**src/rtl/rstpm_ctrl.sv**
```systemverilog
module rstpm_ctrl #(
  parameter int TIMEOUT_CYC = 16
) (
  input  logic       clk,
  input  logic       por_n,
  input  logic       pfail_n,
  input  logic       ureset_n,
  input  logic       sr_ack,
  input  logic       run_req,
  input  logic       halt_req,
  input  logic       wake,
  input  logic       sleep_req,
  input  logic       cause_wr,
  input  logic [2:0] cause_wdata,
  output logic       sys_rst_n,
  output logic       ret_rst_n,
  output logic       sr_req,
  output logic [1:0] mode,
  output logic       cpu_clk_en,
  output logic       osc_en,
  output logic       disp_en,
  output logic [2:0] cause
);
  localparam int CW = $clog2(TIMEOUT_CYC + 1);
  localparam logic [1:0] M_STBY = 2'b00, M_RUN = 2'b01, M_HALT = 2'b10;
  localparam logic [1:0] P_NORM = 2'b00, P_HSHK = 2'b01, P_WARM = 2'b10;

  logic [1:0]    por_q, pf_q, ur_q, phase;
  logic [CW-1:0] cnt;
  logic          por_ok, pf_on, ur_on, warm, hs_done;

  assign por_ok  = por_q[1];
  assign pf_on   = ~pf_q[1];
  assign ur_on   = ~ur_q[1];
  assign warm    = pf_on | ur_on;
  assign hs_done = sr_ack || (cnt == CW'(TIMEOUT_CYC - 1));

  always_ff @(posedge clk or negedge por_n) begin
    if (!por_n) begin
      por_q <= 2'b00;
      pf_q  <= 2'b11;
      ur_q  <= 2'b11;
    end else begin
      por_q <= {por_q[0], 1'b1};
      pf_q  <= {pf_q[0], pfail_n};
      ur_q  <= {ur_q[0], ureset_n};
    end
  end

  always_ff @(posedge clk or negedge por_n) begin
    if (!por_n) begin
      phase <= P_NORM;
      cnt   <= '0;
    end else if (por_ok) begin
      case (phase)
        P_NORM: if (warm) begin
          phase <= P_HSHK;
          cnt   <= '0;
        end
        P_HSHK: if (hs_done) phase <= P_WARM;
                else         cnt   <= cnt + 1'b1;
        default: if (!warm) phase <= P_NORM;
      endcase
    end
  end

  always_ff @(posedge clk or negedge por_n) begin
    if (!por_n) begin
      cause <= 3'b100;
    end else begin
      cause <= cause & ~(cause_wr ? cause_wdata : 3'b000);
      if (por_ok && phase == P_NORM && warm)
        cause[pf_on ? 1 : 0] <= 1'b1;
    end
  end

  always_ff @(posedge clk or negedge por_n) begin
    if (!por_n) begin
      mode <= M_STBY;
    end else if (!por_ok || phase != P_NORM) begin
      mode <= M_STBY;
    end else begin
      case (mode)
        M_STBY:  if (run_req) mode <= M_RUN;
        M_RUN:   if (sleep_req) mode <= M_STBY;
                 else if (halt_req) mode <= M_HALT;
        M_HALT:  if (wake) mode <= M_RUN;
        default: mode <= M_STBY;
      endcase
    end
  end

  assign ret_rst_n  = por_ok;
  assign sys_rst_n  = por_ok && (phase != P_WARM);
  assign sr_req     = (phase == P_HSHK);
  assign cpu_clk_en = (mode == M_RUN);
  assign osc_en     = (mode == M_RUN) || (mode == M_HALT);
  assign disp_en    = osc_en;
endmodule

```
**config.mk**
```make
export PLATFORM = sky130hd
export DESIGN_NAME = rstpm_ctrl
export DESIGN_NICKNAME = d
export VERILOG_FILES = /design/src/rtl/rstpm_ctrl.sv
export SDC_FILE = /design/constraint.sdc
export NUM_CORES = 1
export LEC_CHECK = 0
export ABC_CLOCK_PERIOD_IN_PS = 3100
export BUFFER_PORTS_ARGS = -buffer_cell sky130_fd_sc_hd__buf_2
export CORE_ASPECT_RATIO = 1.1
export CORE_UTILIZATION = 50
export CTS_BUF_LIST = sky130_fd_sc_hd__clkbuf_2 sky130_fd_sc_hd__clkbuf_4 sky130_fd_sc_hd__clkbuf_8
export CTS_CLUSTER_SIZE = 12
export DETAILED_ROUTE_END_ITERATION = 6
export PLACE_DENSITY = 0.76
export SETUP_SLACK_MARGIN = 0.5
export SLEW_MARGIN = 40
export SYNTH_ARGS = -nofsm -noshare
export SYNTH_HDL_FRONTEND = slang
export SYNTH_SLANG_ARGS = --single-unit
```
**constraint.sdc**
```tcl
create_clock -name clk -period 3.1 [get_ports clk]
set_input_delay 0.155 -clock clk [delete_from_list [all_inputs] [get_ports clk]]
set_output_delay 0.155 -clock clk [all_outputs]
set_load 0.05 [all_outputs]
```
==> results of run 1 <==
metal layers:
metal  global-route usage, %  vias to the layer above  part of all wire (%)
li1                        -                      385                     -
met1                   22.51                      379                    47
met2                   32.54                       15                    49
met3                   3.333                        4                   2.9
met4                   9.697                        0                   1.2
met5                       0                        -                     0
path summary, 6_finish.rpt:
| kind | endpoint | slack [ps] | cells after the start |
|---|---|---|---|
| setup / recovery | cnt[4] | 1380 | 6 |
| hold / removal | cause[2] | 40 | 2 |
| setup reg to reg | cnt[4] | 1380 | 6 |
| hold reg to reg | ur_q[1] | 360 | 0 |
| max in group asynchronous | cause[2] | 2470 | 2 |
| min in group asynchronous | cnt[2] | 310 | 2 |
through the flow:
step | hold slack [ps] | power, W
4_1_cts | 29.45 | 0.0008197
5_1_grt | 47.86 | 0.0008695
3_3_place_gp | 100.9 | 0.0006639
3_5_place_dp | 100.6 | 0.0006707
2_1_floorplan | -140.6 | 0.0006136
6_report | 38.87 | 0.0008128
final cells by class:
cell class                 count  area, um^2  share of cell area, %
timing repair buffer          27       155.1                  13.48
tap                           18       22.52                  1.957
multi-input combinational     66       461.7                  40.11
sequential                    18       456.7                  39.67
clock buffer                   4       36.28                  3.152
inverter                       5       18.77                  1.630
report_power, final:
group	switching (W)	total (W)	internal (W)	leakage, nW
Clock	0.0000708	0.000142	0.0000716	0.0210
Combinational	0.000212	0.000322	0.000111	0.304
Sequential	0.0000651	0.000348	0.000283	0.219
Total	0.000348	0.000813	0.000465	0.544
what timing repair did:
action | 4_1_cts | 5_1_grt
endpoints found under the setup margin | 0 | 0
hold buffers | 4 | 0
endpoints found under the hold margin | 16 | 0
Yosys cell counts (3+ instances only):
cell     instances
ha_1             6
dfrtp_1         13
dfstp_2          5
inv_1            4
nor2_1           3
nor2b_1          4
nand2_1          8
o21ai_1          6
a21oi_1          3
flip-flops by register name, summed over array words and instances (netlist names):
name	cells
cnt	5
mode	2
ur_q	2
cause	3
phase	2
pf_q	2
por_q	2
logic make-up (layout without fill, tap and decap cells):
kind of cell	after synthesis	after routing	share of synthesized area, %
simple gates	34	34	21.63
compound gates	24	24	16.97
flops	18	18	47.28
buf+inv	9	36	4.922
fa+ha+maj	6	6	7.772
other cells	1	1	0.3882
mux	1	1	1.036
cells in the final DEF, fill, tap and decap left out, drive strengths merged, types with 2 or more instances in the layout:
cell	n
buf	23
dfrtp	13
nand2	8
o21ai	6
ha	6
dfstp	5
inv	5
nor2b	4
dlygate4sd3	4
clkbuf	4
nor2	3
a21oi	3
a21boi	3
nand2b	2
o31ai	2
nor3	2
o211ai	2
a31oi	2
nor3b	2
nor4	2
==> flow_summary.yaml, run 1 <==
run_status:
  outcome: "complete, no violations"
worst_setup_path:
  path_max_fanout: 5
  timing.critical_path.arrival_ps: 1920
  cpMostUsedCell: "ha_1"
  critical_path.endpoint_type: "register"
  stage_delay_of_the_slowest_cell_on_the_critical_path_ps: 430
  required_ps: 3300
  kind_of_cell_adding_the_most_delay_to_the_critical_path: "compound AO/OA/AOI/OAI gates"
  regToRegStartpoint: "cnt[0]"
  cp_cell_sequence: "ha_1 -> and3_1 -> ha_1 -> o21ai_1 -> a31oi_1 -> a41o_1"
  worst_path_max_delay_cell: "dfrtp_1"
  cp-start-kind: "register"
  cp_num_buf_inv: 0
  category_of_the_most_critical_setup_path: "register to register"
  setup.worst_path.start: "cnt[0]"
job:
  cap_violations: 0
detailed_routing:
  number_of_drc_violations_after_detailed_routing: 0
  route.detailed.vias_per_inst: 5.674
  wl_mm: 1.730
  detailedRoute.firstPassIterationCount: 6
  vias: 783
  routedWlPerCell_um: 12.54
  antenna_left: 0
  drtIter0Drc: 9
timing:
  layout_setup_ws_ps: 1377
  finalCritPeriodShare_pct: 55.59
  number_of_endpoints_with_negative_hold_slack_in_the_final_report: 0
  grt_setup_unrepaired: "no"
  finClkSkew_ps: 6.944
  slew_violations: 0
  fmax_mhz: 580.3
  setup_viol_count_final: 0
  layout_min_cycle_time_ps: 1723
  finalSetupTns_ps: 0
global_route:
  grt_max_degree: 19
  antenna_violations_before_repair: 0
  grt_overflow_total: 0
  globalRouteTotalUtil_pct: 18.59
  number_of_global_route_vias_before_repair: 704
  grt_pass1_wl_mm: 2.829
placement:
  dp_slack_ps: 1404
  dpl.cell_count: 130
  place.detailed.hpwl_mm: 1.273
  placedInstanceArea_um2: 1075
  globalplace.congestion: 0.8694
  io_buffer_count: 23
clocking:
  clockRootBuffer: "clkbuf_4"
  tritoncts_num_sinks: 18
  cts_tree: "built"
  cts_buffer_depth: 2
  post-cts-setup-buffers: 0
  cts.clk_slew.worst_paths_ps: 100
  cts_made_buffers: 3
  clk_latency_ps: 290
  htree_num_levels: 1
  cts_resized: 0
synthesis:
  synth_top_area_cell: "dfrtp_1"
  synth.distinct_cells: 43
  ys_ff_latch: 18
  synthFlopType: "dfrtp_1"
  number_of_enable_flip_flop_cells_after_synthesis: 0
  netlist_top_cells_area: "dfrtp_1 (34%), dfstp_2 (14%), ha_1 (7.8%)"
  syn_area_um2: 965.9
  synth.yosys.seq_area_share_pct: 47.28
  syn_nets: 112
  synth_async_sr_flop_share_pct: 100.0
  avgSynthCellArea_um2: 10.39
  synthesis.instances: 93
  synth.yosys.warnings: 0
  synth_top_area_share_pct: 33.68
power:
  power.density_nw_per_um2: 706.1
  static-leakage-power_nw: 0.5444
  vdd_ir_drop_max_uv: 404.9
final_layout:
  layout.core_utilization_pct: 63.89
  fin_area_um2: 1151
  antenna-diode-count: 0
  filler_cell_count: 149
  layoutNonFillerInstCount: 138
  final_net_count: 140
  layout-drive-gt1-share_pct: 30.83
  area.growth.synth_to_final_pct: 19.17
die:
  die_h_um: 48.10
  placementRows: 16
  initial_utilization_pct: 53.61
  boundaryPins: 24
  design.core.area_um2: 1802
  die_area_um2: 2112
  die_w_um: 43.91
worst_hold_path:
  holdCritPathClass: "input pin to register"
  min_from: "cause_wr"
Power figures use the tool's default switching activity.
==> run 2: changes to the inputs <==
--- a/config.mk
+++ b/config.mk
@@ -5,7 +5,8 @@
 export SDC_FILE = /design/constraint.sdc
 export NUM_CORES = 1
 export LEC_CHECK = 0
-export ABC_CLOCK_PERIOD_IN_PS = 3100
+export ABC_AREA = 1
+export ABC_CLOCK_PERIOD_IN_PS = 1700
 export BUFFER_PORTS_ARGS = -buffer_cell sky130_fd_sc_hd__buf_2
 export CORE_ASPECT_RATIO = 1.1
 export CORE_UTILIZATION = 50
==> constraint.sdc (replaced) <==
create_clock -name clk -period 1.7 [get_ports clk]
set_input_delay 0.085 -clock clk [delete_from_list [all_inputs] [get_ports clk]]
set_output_delay 0.085 -clock clk [all_outputs]
set_load 0.05 [all_outputs]
==> flow_summary.yaml, run 2 <==
detailed_routing:
  drtIter0Drc: 16
  routedWlPerCell_um: 11.23
  route.detailed.vias_per_inst: 5.006
  number_of_drc_violations_after_detailed_routing: 0
  detailedRoute.firstPassIterationCount: 4
  vias: 856
  wl_mm: 1.920
  antenna_left: 0
synthesis:
  synth.yosys.warnings: 0
  synth.mux.area_fraction_pct: 0
  synth.distinct_cells: 20
  synth_async_sr_flop_share_pct: 100.0
  avgSynthCellArea_um2: 8.188
  number_of_enable_flip_flop_cells_after_synthesis: 0
  ys_ff_latch: 18
  dominant_combinational_cell_family_by_area_after_synthesis: "simple AND/OR/NAND/NOR gates"
  synth-compound-area-share_pct: 4.021
  syn_nets: 133
  synthFlopType: "dfrtp_1"
  syn_area_um2: 933.4
  netlist_top_cells_area: "dfrtp_1 (35%), dfstp_2 (14%), nand2_1 (14%)"
  synth_xor_area_share_pct: 0
  arithmetic_cell_share_of_the_synthesized_area_counting_full_adders_half_adders_and_majority_gates_pct: 8.043
  synth_simple_gate_area_share_pct: 31.37
  synthesis.instances: 114
  synth_top_area_share_pct: 34.85
  netlist_top_cells_count: "nand2_1 (35), inv_1 (15), dfrtp_1 (13)"
  yosysMostFrequentCell: "nand2_1"
  synth.yosys.seq_area_share_pct: 48.93
  synth_top_area_cell: "dfrtp_1"
timing:
  number_of_endpoints_with_negative_hold_slack_in_the_final_report: 0
  layout_setup_ws_ps: 230.0
  finClkSkew_ps: 2.458
  finalSetupTns_ps: 0
  fmax_mhz: 680.3
  setup_viol_count_final: 0
  layout_min_cycle_time_ps: 1470
  finalCritPeriodShare_pct: 86.47
  grt_setup_unrepaired: "yes"
  slew_violations: 0
worst_setup_path:
  cpMostUsedCell: "nand2_2"
  worst_path_max_delay_cell: "dfrtp_1"
  regToRegStartpoint: "cnt[0]"
  endpoint_of_the_lowest_slack_register_to_register_path: "cnt[3]"
  required_ps: 1900
  critical_path.endpoint_type: "register"
  path_max_fanout: 5
  regToRegSetupSlack_ps: 230
  cp_cell_sequence: "ha_2 -> nand2_2 -> nor2_2 -> ha_2 -> nor2_2 -> nand2_2 -> nand2_2 -> nand2_4 -> nand2_2 -> nand2_1"
  worst-r2r-cell-count: 10
  timing.critical_path.arrival_ps: 1670
  category_of_the_most_critical_setup_path: "register to register"
  stage_delay_of_the_slowest_cell_on_the_critical_path_ps: 400
  cp-start-kind: "register"
worst_hold_path:
  timing.hold.worst_path_depth: 4
  min_from: "cause_wdata[0]"
  hold_path_end: "cause[0]"
  holdCritPathClass: "input pin to register"
die:
  die_area_um2: 2044
  design.core.area_um2: 1762
  initial_utilization_pct: 52.98
  die_w_um: 43.20
  die_h_um: 47.32
  boundaryPins: 24
  placementRows: 16
clocking:
  cts_buffer_depth: 2
  clockRootBuffer: "clkbuf_4"
  htree_num_levels: 1
  clk_latency_ps: 300
  cts_made_buffers: 3
  cts_tree: "built"
  cts.clk_slew.worst_paths_ps: 100
  tritoncts_num_sinks: 18
run_status:
  outcome: "complete, no violations"
job:
  cap_violations: 0
power:
  vdd_ir_drop_max_uv: 937.6
  power.switching_w: 0.0008856
  power.internal_w: 0.001052
  power.clock.fraction_pct: 13.5
  sequentialPowerShare_pct: 30.9
  power.combinational.fraction_pct: 55.6
  power.switching_fraction_pct: 45.71
  power.density_nw_per_um2: 1447
  static-leakage-power_nw: 0.6887
final_layout:
  filler_cell_count: 135
  multi_input_comb_area_um2: 478.0
  top_register: "cnt"
  biggestRegsByFlops: "cnt x5, cause x3"
  register_area_um2: 462.9
  layoutNonFillerInstCount: 171
  antenna-diode-count: 0
  layout_commonest_cell: "nand2_1"
  area.growth.synth_to_final_pct: 43.43
  commonest_cells_after_routing_fill_and_taps_aside: "nand2_1 (31), buf_2 (16), inv_1 (12)"
  fin_area_um2: 1339
  final_net_count: 173
  largest_register_ffs: 5
  layout-drive-gt1-share_pct: 47.06
global_route:
  globalRouteTotalUtil_pct: 19.55
  grt_pass1_wl_mm: 2.835
  grt_max_degree: 19
  number_of_global_route_vias_before_repair: 726
  grt_overflow_total: 0
  antenna_violations_before_repair: 0
placement:
  dp_slack_ps: 248.4
  io_buffer_count: 23
  place.detailed.hpwl_mm: 1.320
  dpl.cell_count: 154
  placedInstanceArea_um2: 1111
  globalplace.congestion: 0.8645
run 2: timing repair:
action                     in CTS  in global routing
setup endpoints to repair      14                 18
pin swaps                      12                 12
resized for setup              21                 10
hold buffers                    5                  0
hold endpoints to repair       16                  0
buffers inserted                5                  3
run 2: final cells by class:
type / count / share of cell area, %
timing repair buffer: 36 / 20.65
inverter: 16 / 4.673
sequential: 18 / 34.58
tap: 18 / 1.682
multi-input combinational: 79 / 35.70
clock buffer: 4 / 2.710
run 2: cell families (layout without fill, tap and decap cells):
group	after synthesis	after routing
buffers and inverters	17	56
other	1	1
AO/OA/AOI/OAI	7	7
flip-flops	18	18
AND/OR/NAND/NOR	65	65
adder cells (fa/ha/maj)	6	6
run 2: worst max path at each step:
stage              to  cells after the start  slack, ps    from
6_report       cnt[3]                     10        230  cnt[0]
5_1_grt        cnt[0]                     10        150  cnt[0]
4_1_cts        cnt[3]                     10        280  cnt[1]
3_5_place_dp   cnt[3]                     10        250  cnt[0]
3_3_place_gp   cnt[3]                      9        270  cnt[0]
2_1_floorplan  cnt[2]                     10        320  cnt[0]
run 2: critical path: cells and delay by family (launching register included):
kind,cells,cell delay [ps]
fa+ha+maj,2,370
flops,1,400
simple gates,8,590
run 2: power groups by stage:
| stage | Clock, W | Combinational [W] | Sequential (W) |
|---|---|---|---|
| final | 0.000262 | 0.00108 | 0.000598 |
| after global routing | 0.000289 | 0.00114 | 0.000611 |
| after CTS | 0.000274 | 0.00102 | 0.000596 |
| after detailed placement | 0 | 0.000807 | 0.000622 |
| after global placement | 0 | 0.000784 | 0.000618 |
| after floorplan | 0 | 0.000601 | 0.000717 |
run 2: through the flow:
stage                     utilization (%)  hold slack (ps)  total power (W)
after floorplan                         -           -210.6         0.001318
after global placement              63.07            30.85         0.001402
after detailed placement            63.07            35.58         0.001429
after CTS                           73.44            34.69         0.001893
after global routing                75.99            55.15         0.002040
final                               75.99            42.15         0.001937
run 2: metal layers:
layer / up-vias / track usage (%) / share of wire, %
met5: - / 0 / 0
met4: 0 / 10.91 / 2.5
met3: 7 / 3.462 / 3.2
met2: 20 / 37.01 / 51
met1: 403 / 20.88 / 43
li1: 426 / - / -
==> run 3: changes to the inputs <==
--- a/config.mk
+++ b/config.mk
@@ -14,6 +14,7 @@
 export CTS_CLUSTER_SIZE = 12
 export DETAILED_ROUTE_END_ITERATION = 6
 export PLACE_DENSITY = 0.76
+export RECOVER_POWER = 100
 export SETUP_SLACK_MARGIN = 0.5
 export SLEW_MARGIN = 40
 export SYNTH_ARGS = -nofsm -noshare
==> flow_summary.yaml, run 3 (same netlist as run 2, synthesis figures left out) <==
job:
  cap_violations: 0
placement:
  dpl.cell_count: 154
  place.detailed.hpwl_mm: 1.320
  io_buffer_count: 23
  globalplace.congestion: 0.8645
power:
  vdd_ir_drop_max_uv: 894.0
  power.clock.fraction_pct: 14.2
  power.combinational.fraction_pct: 53.7
  power.switching_fraction_pct: 47.06
  sequentialPowerShare_pct: 32.2
  power.switching_w: 0.0008709
  static-leakage-power_nw: 0.6709
  power.internal_w: 0.0009797
  power.density_nw_per_um2: 1426
clocking:
  tritoncts_num_sinks: 18
  cts_made_buffers: 3
  clk_latency_ps: 300
  clockRootBuffer: "clkbuf_4"
  cts_buffer_depth: 2
  cts_tree: "built"
  htree_num_levels: 1
  cts.clk_slew.worst_paths_ps: 100
global_route:
  grt_max_degree: 19
  globalRouteTotalUtil_pct: 19.55
  grt_overflow_total: 0
  antenna_violations_before_repair: 0
  global_route.usage.met1_pct: 20.88
  grt_pass1_wl_mm: 2.835
  number_of_global_route_vias_before_repair: 726
  globalRoute.busiestLayer: "met2"
  globalRouteMet2Util_pct: 37.01
  grt_util_met3_pct: 3.462
final_layout:
  layout_commonest_cell: "nand2_1"
  final_net_count: 173
  layoutNonFillerInstCount: 171
  area.growth.synth_to_final_pct: 39.01
  largest_register_ffs: 5
  top_register: "cnt"
  antenna-diode-count: 0
  layout-drive-gt1-share_pct: 37.91
  commonest_cells_after_routing_fill_and_taps_aside: "nand2_1 (32), inv_1 (12), nor2_1 (11), buf_2 (11), dfrtp_1 (9)"
  filler_cell_count: 150
  biggestRegsByFlops: "cnt x5, cause x3"
detailed_routing:
  routedWlPerCell_um: 11.20
  number_of_drc_violations_after_detailed_routing: 0
  antenna_left: 0
  route.detailed.vias_per_inst: 5.047
  wl_mm: 1.915
  vias: 863
  drtIter0Drc: 8
  detailedRoute.firstPassIterationCount: 4
die:
  die_h_um: 47.32
  design.core.area_um2: 1762
  die_w_um: 43.20
  initial_utilization_pct: 52.98
  placementRows: 16
  die_area_um2: 2044
  boundaryPins: 24
timing:
  fmax_mhz: 658.0
  layout_min_cycle_time_ps: 1520
  setup_viol_count_final: 0
  finalCritPeriodShare_pct: 89.40
  finalSetupTns_ps: 0
  finClkSkew_ps: 2.449
  max_slew.worst_pin.slew_ps: 918.1
  slew-limit-headroom_pct: 38.79
  slew_violations: 0
  number_of_endpoints_with_negative_hold_slack_in_the_final_report: 0
  grt_setup_unrepaired: "yes"
worst_setup_path:
  worst-r2r-cell-count: 10
  critical_path.endpoint_type: "register"
  category_of_the_most_critical_setup_path: "register to register"
  cp-start-kind: "register"
  path_max_fanout: 5
  timing.critical_path.arrival_ps: 1720
  required_ps: 1900
worst_hold_path:
  holdCritPathClass: "input pin to register"
  timing.hold.worst_path_depth: 4
run_status:
  outcome: "complete, no violations"
## run 3: path summary, 6_finish.rpt
kind | startpoint | end | slack (ps)
min in group asynchronous | por_n | phase[1] | 420
max in group asynchronous | por_n | mode[1] | 650
worst min register to register | por_q[0] | por_q[1] | 350
worst max register to register | cnt[0] | cnt[3] | 180
worst max-delay path | cnt[0] | cnt[3] | 180
worst min-delay path | cause_wdata[0] | cause[0] | 40
## run 3: layout make-up
cell class                      count  area (um^2)  area share, %
Inverter                           16        62.56          4.822
Clock buffer                        4        36.28          2.797
Tap cell                           18        22.52          1.736
Sequential cell                    18        461.7          35.58
Timing Repair Buffer               36        246.5          19.00
Multi-Input combinational cell     79        467.9          36.07
## run 3: per-stage QoR
stage	power, W	utilization [%]	hold WS, ps	area, um^2	worst slack, ps
finish	0.001851	73.65	42.51	1297	180.2
floorplan	0.001318	-	-210.6	988.4	324.2
global route	0.001951	73.65	55.19	1297	93.99
detailed placement	0.001429	63.07	35.58	1111	248.4
CTS	0.001893	73.44	34.69	1294	278.4
global placement	0.001402	63.07	30.85	1111	268.6
## run 3: power groups by stage
stage | logic (W) | clock network, W | registers, W
after floorplan | 0.000601 | 0 | 0.000717
after global placement | 0.000784 | 0 | 0.000618
after detailed placement | 0.000807 | 0 | 0.000622
after CTS | 0.00102 | 0.000274 | 0.000596
after global routing | 0.00106 | 0.000289 | 0.000605
final | 0.000993 | 0.000263 | 0.000595
## run 3: metal layers
metal	wire [um]	up-vias	part of all wire [%]
li1	-	427	-
met1	821	409	43
met2	984	20	51
met3	59	7	3.1
met4	49	0	2.6
met5	0	-	0
## run 3: worst max-delay path, stage by stage (launching register included)
cell,delay [ps]
dfrtp_1,400
ha_2,190
nand2_2,60
nor2_2,40
ha_2,180
nor2_1,100
nand2_1,140
nand2_2,110
nand2_4,70
nand2_2,70
nand2_1,50
## run 3: timing repair
item,in CTS,in global routing
setup endpoints to repair,14,18
buffers inserted,5,3
pin swaps,12,12
gates resized for setup,21,10
hold buffers,5,0
hold endpoints to repair,16,0
